$ cat src/rtl/rgc_pkg.sv
package rgc_pkg;

  localparam int NLINES  = 13;
  localparam int IDX_W   = 4;
  localparam int GATE_W  = 28;
  localparam int ALU_LEN = 20;

  typedef enum logic [2:0] {
    K_NOP  = 3'd0,
    K_INV  = 3'd1,
    K_CNOT = 3'd2,
    K_TOF  = 3'd3,
    K_PER  = 3'd4,
    K_FRED = 3'd5,
    K_BAD6 = 3'd6,
    K_BAD7 = 3'd7
  } kind_e;

  typedef struct packed {
    kind_e               kind;
    logic [NLINES-1:0]   mask;
    logic [IDX_W-1:0]    ta;
    logic [IDX_W-1:0]    tb;
    logic [IDX_W-1:0]    tc;
  } gate_t;

  function automatic logic [2:0] gate_cost(kind_e k);
    case (k)
      K_CNOT:  return 3'd1;
      K_TOF:   return 3'd5;
      K_PER:   return 3'd4;
      K_FRED:  return 3'd5;
      default: return 3'd0;
    endcase
  endfunction

  function automatic logic idx_bad(logic [IDX_W-1:0] i);
    return i > IDX_W'(NLINES - 1);
  endfunction

  function automatic logic gate_bad(gate_t g);
    logic trio_dup;
    trio_dup = (g.ta == g.tb) || (g.ta == g.tc) || (g.tb == g.tc);
    case (g.kind)
      K_NOP:   return 1'b0;
      K_INV:   return idx_bad(g.ta);
      K_CNOT:  return idx_bad(g.ta) || idx_bad(g.tb) || (g.ta == g.tb);
      K_TOF:   return idx_bad(g.ta) ? 1'b1 : g.mask[g.ta];
      K_PER,
      K_FRED:  return idx_bad(g.ta) || idx_bad(g.tb) || idx_bad(g.tc) || trio_dup;
      default: return 1'b1;
    endcase
  endfunction

  // One gate step; rev selects the inverse where it differs (Peres).
  function automatic logic [NLINES-1:0] gate_eval(gate_t g, logic [NLINES-1:0] v, logic rev);
    logic [NLINES-1:0] r;
    logic              bmid;
    r    = v;
    bmid = 1'b0;
    case (g.kind)
      K_INV:  r[g.ta] = ~v[g.ta];
      K_CNOT: r[g.ta] = v[g.ta] ^ v[g.tb];
      K_TOF:  r[g.ta] = v[g.ta] ^ (&(v | ~g.mask));
      K_PER: begin
        if (!rev) begin
          r[g.ta] = v[g.ta] ^ (v[g.tc] & v[g.tb]);
          r[g.tb] = v[g.tb] ^ v[g.tc];
        end else begin
          bmid    = v[g.tb] ^ v[g.tc];
          r[g.tb] = bmid;
          r[g.ta] = v[g.ta] ^ (v[g.tc] & bmid);
        end
      end
      K_FRED: begin
        if (v[g.tc]) begin
          r[g.ta] = v[g.tb];
          r[g.tb] = v[g.ta];
        end
      end
      default: r = v;
    endcase
    return r;
  endfunction

  // Power-up program: per result bit k, five Toffoli entries.
  function automatic gate_t default_gate(int i);
    gate_t g;
    int    k, j, rl, al, bl;
    g  = '{kind: K_NOP, mask: '0, ta: '0, tb: '0, tc: '0};
    if (i < ALU_LEN) begin
      k  = i / 5;
      j  = i % 5;
      rl = 9 + k;
      al = 5 + k;
      bl = 1 + k;
      g.kind = K_TOF;
      g.ta   = IDX_W'(rl);
      case (j)
        0: g.mask = '0;
        1: g.mask = (NLINES'(1) << al) | (NLINES'(1) << bl);
        2: g.mask = NLINES'(1) | (NLINES'(1) << al);
        3: g.mask = NLINES'(1) | (NLINES'(1) << bl);
        default: begin
          g.mask = NLINES'(1) | (NLINES'(1) << rl);
          g.ta   = IDX_W'(al);
        end
      endcase
    end
    return g;
  endfunction

endpackage

$ cat src/rtl/rgc_progmem.sv
module rgc_progmem
  import rgc_pkg::*;
#(
  parameter int DEPTH = 32,
  parameter int AW    = $clog2(DEPTH)
) (
  input  logic          clk,
  input  logic          rst_n,
  input  logic          we,
  input  logic [AW-1:0] waddr,
  input  gate_t         wdata,
  input  logic [AW-1:0] raddr,
  output gate_t         rdata
);

  gate_t mem [DEPTH];

  for (genvar i = 0; i < DEPTH; i++) begin : g_ent
    always_ff @(posedge clk) begin
      if (!rst_n)                          mem[i] <= default_gate(i);
      else if (we && waddr == AW'(i))      mem[i] <= wdata;
    end
  end

  assign rdata = mem[raddr];

endmodule

$ cat src/rtl/rgc_sequencer.sv
module rgc_sequencer #(
  parameter int DEPTH = 32,
  parameter int AW    = $clog2(DEPTH)
) (
  input  logic          clk,
  input  logic          rst_n,
  input  logic          start,
  input  logic          dir,
  output logic          load,
  output logic          busy,
  output logic          done,
  output logic [AW-1:0] pc
);

  localparam logic [AW-1:0] LAST = AW'(DEPTH - 1);

  logic [AW-1:0] cnt;
  logic          rev_q;

  assign load = start && !busy;
  assign pc   = rev_q ? (LAST - cnt) : cnt;

  always_ff @(posedge clk) begin
    if (!rst_n) begin
      busy  <= 1'b0;
      done  <= 1'b0;
      cnt   <= '0;
      rev_q <= 1'b0;
    end else begin
      done <= 1'b0;
      if (load) begin
        busy  <= 1'b1;
        cnt   <= '0;
        rev_q <= dir;
      end else if (busy) begin
        if (cnt == LAST) begin
          busy <= 1'b0;
          done <= 1'b1;
        end else begin
          cnt <= cnt + 1'b1;
        end
      end
    end
  end

endmodule

$ cat src/rtl/rgc_gate_unit.sv
module rgc_gate_unit
  import rgc_pkg::*;
(
  input  gate_t             gate,
  input  logic [NLINES-1:0] cur,
  input  logic              rev,
  output logic [NLINES-1:0] nxt,
  output logic              bad,
  output logic [2:0]        cost
);

  always_comb begin
    bad  = gate_bad(gate);
    nxt  = gate_eval(gate, cur, rev);
    cost = gate_cost(gate.kind);
  end

endmodule

$ cat src/rtl/rgc_engine.sv
module rgc_engine
  import rgc_pkg::*;
#(
  parameter int DEPTH  = 32,
  parameter int COST_W = 12,
  parameter int ADDR_W = $clog2(DEPTH)
) (
  input  logic              clk,
  input  logic              rst_n,
  input  logic              start,
  input  logic              reverse,
  input  logic [12:0]       line_in,
  input  logic              prog_we,
  input  logic [ADDR_W-1:0] prog_addr,
  input  logic [27:0]       prog_data,
  output logic [12:0]       line_out,
  output logic              busy,
  output logic              done,
  output logic [COST_W-1:0] cost,
  output logic              err
);

  logic              seq_load;
  logic [ADDR_W-1:0] pc;
  logic              rev_run;
  gate_t             cur_gate;
  logic [12:0]       lines_q, lines_nxt;
  logic              gate_is_bad;
  logic [2:0]        gate_c;
  logic              step_fire, step_skip;
  logic [COST_W-1:0] cost_q;
  logic              err_q;

  rgc_sequencer #(.DEPTH(DEPTH), .AW(ADDR_W)) u_seq (
    .clk  (clk),
    .rst_n(rst_n),
    .start(start),
    .dir  (reverse),
    .load (seq_load),
    .busy (busy),
    .done (done),
    .pc   (pc)
  );

  rgc_progmem #(.DEPTH(DEPTH), .AW(ADDR_W)) u_mem (
    .clk  (clk),
    .rst_n(rst_n),
    .we   (prog_we && !busy),
    .waddr(prog_addr),
    .wdata(gate_t'(prog_data)),
    .raddr(pc),
    .rdata(cur_gate)
  );

  // Direction is latched at load; the sequencer reports it through pc order.
  always_ff @(posedge clk) begin
    if (!rst_n)        rev_run <= 1'b0;
    else if (seq_load) rev_run <= reverse;
  end

  rgc_gate_unit u_gate (
    .gate(cur_gate),
    .cur (lines_q),
    .rev (rev_run),
    .nxt (lines_nxt),
    .bad (gate_is_bad),
    .cost(gate_c)
  );

  assign step_fire = busy && !gate_is_bad;
  assign step_skip = busy && gate_is_bad;

  always_ff @(posedge clk) begin
    if (!rst_n) begin
      lines_q <= '0;
      cost_q  <= '0;
      err_q   <= 1'b0;
    end else begin
      if (seq_load) begin
        lines_q <= line_in;
        cost_q  <= '0;
      end else if (step_fire) begin
        lines_q <= lines_nxt;
        cost_q  <= cost_q + COST_W'(gate_c);
      end
      if (step_skip) err_q <= 1'b1;
    end
  end

  assign line_out = lines_q;
  assign cost     = cost_q;
  assign err      = err_q;

endmodule

$ cat config.mk
export PLATFORM = sky130hd
export DESIGN_NAME = rgc_engine
export DESIGN_NICKNAME = d
export VERILOG_FILES = /design/src/rtl/rgc_pkg.sv /design/src/rtl/rgc_progmem.sv /design/src/rtl/rgc_sequencer.sv /design/src/rtl/rgc_gate_unit.sv /design/src/rtl/rgc_engine.sv
export SDC_FILE = /design/constraint.sdc
export NUM_CORES = 2
export LEC_CHECK = 0
export ABC_AREA = 1
export CORE_MARGIN = 5
export CORE_UTILIZATION = 57
export DETAILED_ROUTE_END_ITERATION = 10
export PLACE_DENSITY = 0.77
export SLEW_MARGIN = 15
export SYNTH_ARGS = -nofsm -noshare
export SYNTH_HDL_FRONTEND = slang
export SYNTH_SLANG_ARGS = --single-unit
$ cat constraint.sdc
create_clock -name clk -period 3.44 [get_ports clk]
set_input_delay 0.344 -clock clk [delete_from_list [all_inputs] [get_ports clk]]
set_output_delay 0.344 -clock clk [all_outputs]
set_load 0.05 [all_outputs]
After elaboration in Yosys (flattened, before gate mapping)
Memories as Yosys holds them, arrays and structs flattened.
Index checks and enable logic that the tools add are counted.
- bits in registers: 34
- bits in writable memories: 896
- bits of input ports: 51
- output and inout port bits: 28
- memories: 1
- add/sub/neg operators: 3
- magnitude comparators: 8
- eq/ne operators: 41
- muxes and demuxes: 163
- bitwise operators: 45
- reduce and logical (&&, ||, !) cells: 57
- memories (name ; words ; bits a word ; rd ports ; clocked after memory_dff ; wr ports ; line ; source):
    u_mem.mem ; 32 ; 28 ; 1 ; 0 ; 32 ; rgc_progmem.sv:16 ; gate_t mem [DEPTH];
- operators with widths (kind ; number):
    two-way mux 28 bit ; 32
    bitwise mux 13 bit ; 9
    two-way mux 1 bit ; 108
    == test 5 bit (second input constant) ; 17
    case mux 13 bit (5 select lines) ; 1
    two-way mux 13 bit ; 4
    == test 5 x 4 -> 1 bit (second input constant) ; 8
    logical AND 1 bit ; 38
    OR 1 bit ; 32
    == test 5 x 3 -> 1 bit (second input constant) ; 4
    binary-select mux 1 bit (select 4 bit) ; 4
    < comparator 4 x 5 -> 1 bit (second input constant) ; 3
    inverter 13 bit ; 1
    OR 13 bit ; 1
    AND reduction 13 bit ; 1
    adder 12 x 3 -> 12 bit ; 1
    == test 4 bit ; 3
    > comparator 4 bit (second input constant) ; 3
    == test 5 x 2 -> 1 bit (second input constant) ; 2
    case mux 3 bit (3 select lines) ; 1
    demux 1 bit (select 4 bit) ; 2
    >= comparator 4 x 1 -> 1 bit (second input constant) ; 2
    == test 3 x 2 -> 1 bit (second input constant) ; 2
    == test 3 bit (second input constant) ; 2
    other kinds (20) ; 36

Longest topological paths before layout
An unclocked memory read counts as a cell.
- depth after elaboration: 13
- depth in mapped cells: 33
- gate-level depth less buffers: 30

Modules after synthesis
From an unflattened synthesis, not the netlist that was laid out.
- cell total of the unflattened synthesis: 5187
- area, all modules: 45782.7 sq um
- modules (own cells, without submodules) (module ; times used ; cells each ; area an instance (sq um) ; seq. area each (sq um)):
    rgc_progmem ; 1 ; 4253 ; 40939.3 ; 26905.8
    rgc_gate_unit ; 1 ; 701 ; 3095.5 ; 0.0
    rgc_engine ; 1 ; 179 ; 1312.5 ; 540.5
    rgc_sequencer ; 1 ; 54 ; 435.4 ; 160.2

Least setup slack after synthesis
Ideal clock, no wire load.
- kind: flip-flop to flip-flop
- from: register u_seq.rev_q
- to: register lines_q[12] (netlist: line_out[12])
- data arrival time: 3.477 ns
- required time: 3.370 ns
- slack: -0.108 ns
- stages on the path, launching flop included: 28
- clock period less this slack: 3.548 ns
- path through: dfxtp_1 buf_6 inv_2 nand2_2 nand2_2 buf_4 buf_4 buf_2 nor2_1 o211ai_1 nand3_1 nand3_1 nand2_2 buf_4 o211ai_1 nand3_1 nand3_1 nand2_1 ha_1 clkinv_1 nand2_1 o21ai_0 o21ai_0 o21a_1 nand2_1 nand3_1 nand2_1 a21oi_1
- word-level cells in the longest chain between the ends: 12
- elaborated cells on any way between the ends: 72
- those cells by class: order compare (7); eq/ne (9); mux (29); bitwise (10); reduce/logical (16); memory (1)
- ends and longest elaborated chain (element ; line ; source):
    from (decl) ; rgc_sequencer.sv:18 ; logic rev_q;
    from (signal assigned) ; rgc_sequencer.sv:34 ; rev_q <= dir;
    two-way mux 5 bit ; rgc_sequencer.sv:21 ; assign pc = rev_q ? (LAST - cnt) : cnt;
    memory (32 x 28 bit) ; n/a ;
    < comparator 4 x 5 -> 1 bit (implied by the code) (tied with other cells) ; n/a ;
    logical AND 1 bit (implied by the code) (tied with other cells) ; n/a ;
    two-way mux 1 bit (implied by the code) (tied with other cells) ; n/a ;
    demux 1 bit (select 4 bit) (tied with other cells) ; n/a ;
    bitwise mux 13 bit (tied with other cells) ; rgc_pkg.sv:77 ; r[g.ta] = v[g.tb];
    bitwise mux 13 bit (on tied branches) ; rgc_pkg.sv:78, rgc_pkg.sv:68, rgc_pkg.sv:72 ;
    two-way mux 13 bit (on tied branches) ; rgc_pkg.sv:76, rgc_pkg.sv:66 ;
    case mux 13 bit (5 select lines) ; rgc_pkg.sv:61 ; case (g.kind)
    two-way mux 13 bit ; rgc_engine.sv:82 ; end else if (step_fire) begin
    two-way mux 13 bit ; rgc_engine.sv:79 ; if (seq_load) begin
    to (signal assigned) ; rgc_engine.sv:80 ; lines_q <= line_in;
    to (signal assigned) ; rgc_engine.sv:83 ; lines_q <= lines_nxt;
    to (decl) ; rgc_engine.sv:27 ; logic [12:0] lines_q, lines_nxt;
Several ways; a longest one is shown, not always the timed one. The select of a mux whose other input is x is not followed.
A chain may end at the register's enable or synchronous reset.

Worst setup path in the final report
- from: register u_seq.rev_q
- to: register lines_q[7] (netlist: line_out[7])
The elaborated chain is that of the path after synthesis.

==> reports/metrics.cfg <==
[timing]
hold_violations=0
relSlewSlack_pct=26.21
slew_viol_final=0
fin_crit_sh_pct=112.0
tightest_slew_ns=1.106
max_freq_ghz=0.2595
hold_slack_ns=0.3630
setup-tns-final_ns=-7.467
layout_setup_ws_ns=-0.4133
setup_viol=25
finClkSkew_ns=0.03586
min_period_ns=3.853
rsz0062_at_grt=yes

[grt]
grt_pass1_wl_um=239600
grt.overflow.total=0
grt_max_degree=47
grtUsageTotal_pct=36.55
grt_pass1_vias=39435
antenna_found_initial=1

[synth]
yosys_warnings=0
synthArstFlopShare_pct=0
syn_area_mm2=0.04591
syn_inst=5035
ys_ff_latch=930
ys.flop_type=edfxtp_1
synth_edf_count=896
avgSynthCellArea_um2=9.117
synthDistinctLibCells=47
yosysSeqAreaShare_pct=60.09
synth_nets=5093

[route]
drt-pass1-iter-count=9
routedWlPerCell_um=24.69
drcViolationCount=0
vias=40384
drt_iter0_markers=6123
wl_um=161100
avgViaCountPerCell=6.189
ant_nets=0

[final_layout]
seq_area_mm2=0.02759
fin_util_pct=70.36
nets=5445
area_delta_synth_final_pct=22.86
instances_no_fill=6525
multi_input_area_mm2=0.01643
layout-drive-gt1-share_pct=17.86
fin_area_mm2=0.05640
fillers=5754
antenna-diode-count=0

[worst_setup_path]
r2r-start=u_seq.rev_q$_SDFFE_PN0P_
cp.required_ns=4.06
crit_fanout=8
critPathCaptureType=flip-flop
critPathLaunchType=flip-flop
reg2reg_slack_ns=-0.41
worst-setup-path-type=flip-flop to flip-flop
ff2ff_path_depth=25
arrival_ns=4.48
r2r_end=line_out[7]$_SDFFE_PN0P_

[clock_network]
cts_buffers=96
ctsRootBufferMaster=clkbuf_16
clk_latency_ns=0.69
cts_buffer_depth=3
clk_pin_slew_ns=0.07
cts_tree=yes
cts_sinks=930
htree_levels=3

[place]
portBuffers=78
routabilityCongestion=1.004
placed_area_mm2=0.05041
dp_hpwl_um=98270
dpl.cell_count=6259
dp_slack_ns=-0.5939

[min_path]
holdPathEnd=line_out[1]$_SDFFE_PN0P_
min-delay-path-class=input port to flip-flop
min_from=rst_n
holdPathStages=4

[floorplan]
core-area_mm2=0.08016
initial_core_util_pct=57.27
dieArea_mm2=0.08631
rows=104
die_width_um=293.8
io_pins=79
die_y_um=293.8

[pwr]
vdd_drop_max_v=0.0004377
design_power_total_mw=31.73
power.leakage_nw=22.43
p_per_area_mw_per_mm2=562.6

[run]
cap_violations=0

[status]
status=complete, but fails checks
violations=negative setup slack

-- synth_stat cells, types with 22 or more instances --
cell / instances / area share [%]
nor2_1: 1103 / 9.0
nand2_1: 1031 / 8.4
edfxtp_1: 896 / 59
nand3_1: 476 / 5.2
inv_1: 370 / 3.0
o211ai_1: 255 / 4.2
o21ai_0: 220 / 2.4
clkbuf_1: 210 / 1.7
buf_2: 115 / 1.3
a21oi_1: 59 / 0.64
dfxtp_1: 34 / 1.5
a21o_1: 22 / 0.36
-- placed cells by master, fill, tap and decap left out, drive strengths merged, types with 3 or more instances in the layout --
| cell | netlist | layout |
|---|---|---|
| nand2 | 1046 | 1049 |
| nand4 | 19 | 19 |
| ha | 7 | 7 |
| edfxtp | 896 | 896 |
| bufbuf | 0 | 9 |
| clkdlybuf4s50 | 0 | 77 |
| xnor2 | 7 | 7 |
| a21o | 22 | 22 |
| clkinvlp | 0 | 3 |
| o221ai | 16 | 16 |
| buf | 161 | 533 |
| xor2 | 8 | 8 |
| nand3 | 479 | 479 |
| nor3 | 12 | 12 |
| o21a | 9 | 9 |
| o22ai | 8 | 8 |
| o21ai | 232 | 232 |
| clkinv | 5 | 56 |
| a21oi | 60 | 60 |
| o211ai | 255 | 255 |
| dfxtp | 34 | 34 |
| bufinv | 0 | 12 |
| or2 | 29 | 29 |
| nor2 | 1122 | 1122 |
| clkbuf | 213 | 112 |
| inv | 384 | 388 |
-- cells by family (layout without fill, tap and decap cells) --
group / after synthesis / in the layout / synth area share, %
AOI/OAI and AO/OA: 607 / 607 / 8.370
xor gates and xnor gates: 15 / 15 / 0.3598
adders and majority gates: 7 / 7 / 0.1908
buffers and inverters: 763 / 1190 / 6.847
DFF: 930 / 930 / 60.09
and+or+nand+nor: 2713 / 2716 / 24.14
-- layout make-up --
type / instances / area share, %
inverters: 389 / 2.649
flip-flops and latches: 930 / 48.92
repair inverters: 1 / 0.01997
clock buffers: 107 / 4.333
well taps: 1060 / 2.352
clock inverters: 69 / 1.273
repair buffers: 624 / 11.32
multi-input cells: 3345 / 29.13
-- report_power, final --
part / internal (mW) / total, mW / switching, mW
Combinational: 3.08 / 8.22 / 5.14
Clock: 6.04 / 10.6 / 4.53
Sequential: 12.8 / 12.9 / 0.161
-- flip-flops by register name, summed over array words and instances, names as in the netlist --
name         cells
u_seq.rev_q      1
u_seq.cnt        5
u_mem.mem      896
line_out        13
err              1
cost            12
u_seq.busy       1
u_seq.done       1
-- layer usage --
metal	share of wire (%)	global-route usage, %	up-vias
met5	0	0	-
met4	7.0	21.30	0
met3	14	9.842	709
met2	45	56.40	3157
met1	34	46.90	18922
li1	-	-	17596
-- timing repair --
item,CTS,global route
endpoints found under the setup margin,26,26
hold buffers,0,0
setup buffers,46,17
gates cloned,24,5
resized for setup,270,113
pin swaps,83,65
-- worst max-delay path by stage --
| stage | to | from | slack (ns) | depth (start not counted) |
|---|---|---|---|---|
| after global routing | line_out[7]$_SDFFE_PN0P_ | u_seq.rev_q$_SDFFE_PN0P_ | -0.61 | 28 |
| final | line_out[7]$_SDFFE_PN0P_ | u_seq.rev_q$_SDFFE_PN0P_ | -0.41 | 25 |
| after CTS | cost[11]$_SDFFE_PP0P_ | u_seq.rev_q$_SDFFE_PN0P_ | -0.18 | 29 |
| after floorplan | line_out[12]$_SDFFE_PN0P_ | u_seq.rev_q$_SDFFE_PN0P_ | 0.02 | 28 |
| after detailed placement | line_out[8]$_SDFFE_PN0P_ | u_seq.rev_q$_SDFFE_PN0P_ | -0.59 | 25 |
| after global placement | line_out[3]$_SDFFE_PN0P_ | u_seq.rev_q$_SDFFE_PN0P_ | -0.52 | 25 |
-- worst max-delay path, cell delays in order, from the launching register on --
cell and delay [ns]:
dfxtp_4 0.36, buf_8 0.14, buf_6 0.13, nand2_8 0.12, nand2_8 0.13, buf_16 0.18, buf_4 0.16, or2_2 0.28
o211ai_1 0.15, nand3_1 0.20, nand3_2 0.13, nand3_2 0.16, nand3_2 0.11, nand2_1 0.06, nand2_1 0.05, nand2_1 0.05
nand2_1 0.05, nand2_1 0.06, o21ai_2 0.20, nand3_2 0.17, nand2_4 0.16, buf_12 0.13, nand4_1 0.11, nor2_2 0.24
nand2_1 0.10, a21oi_2 0.13
Power figures use the tool's default switching activity.
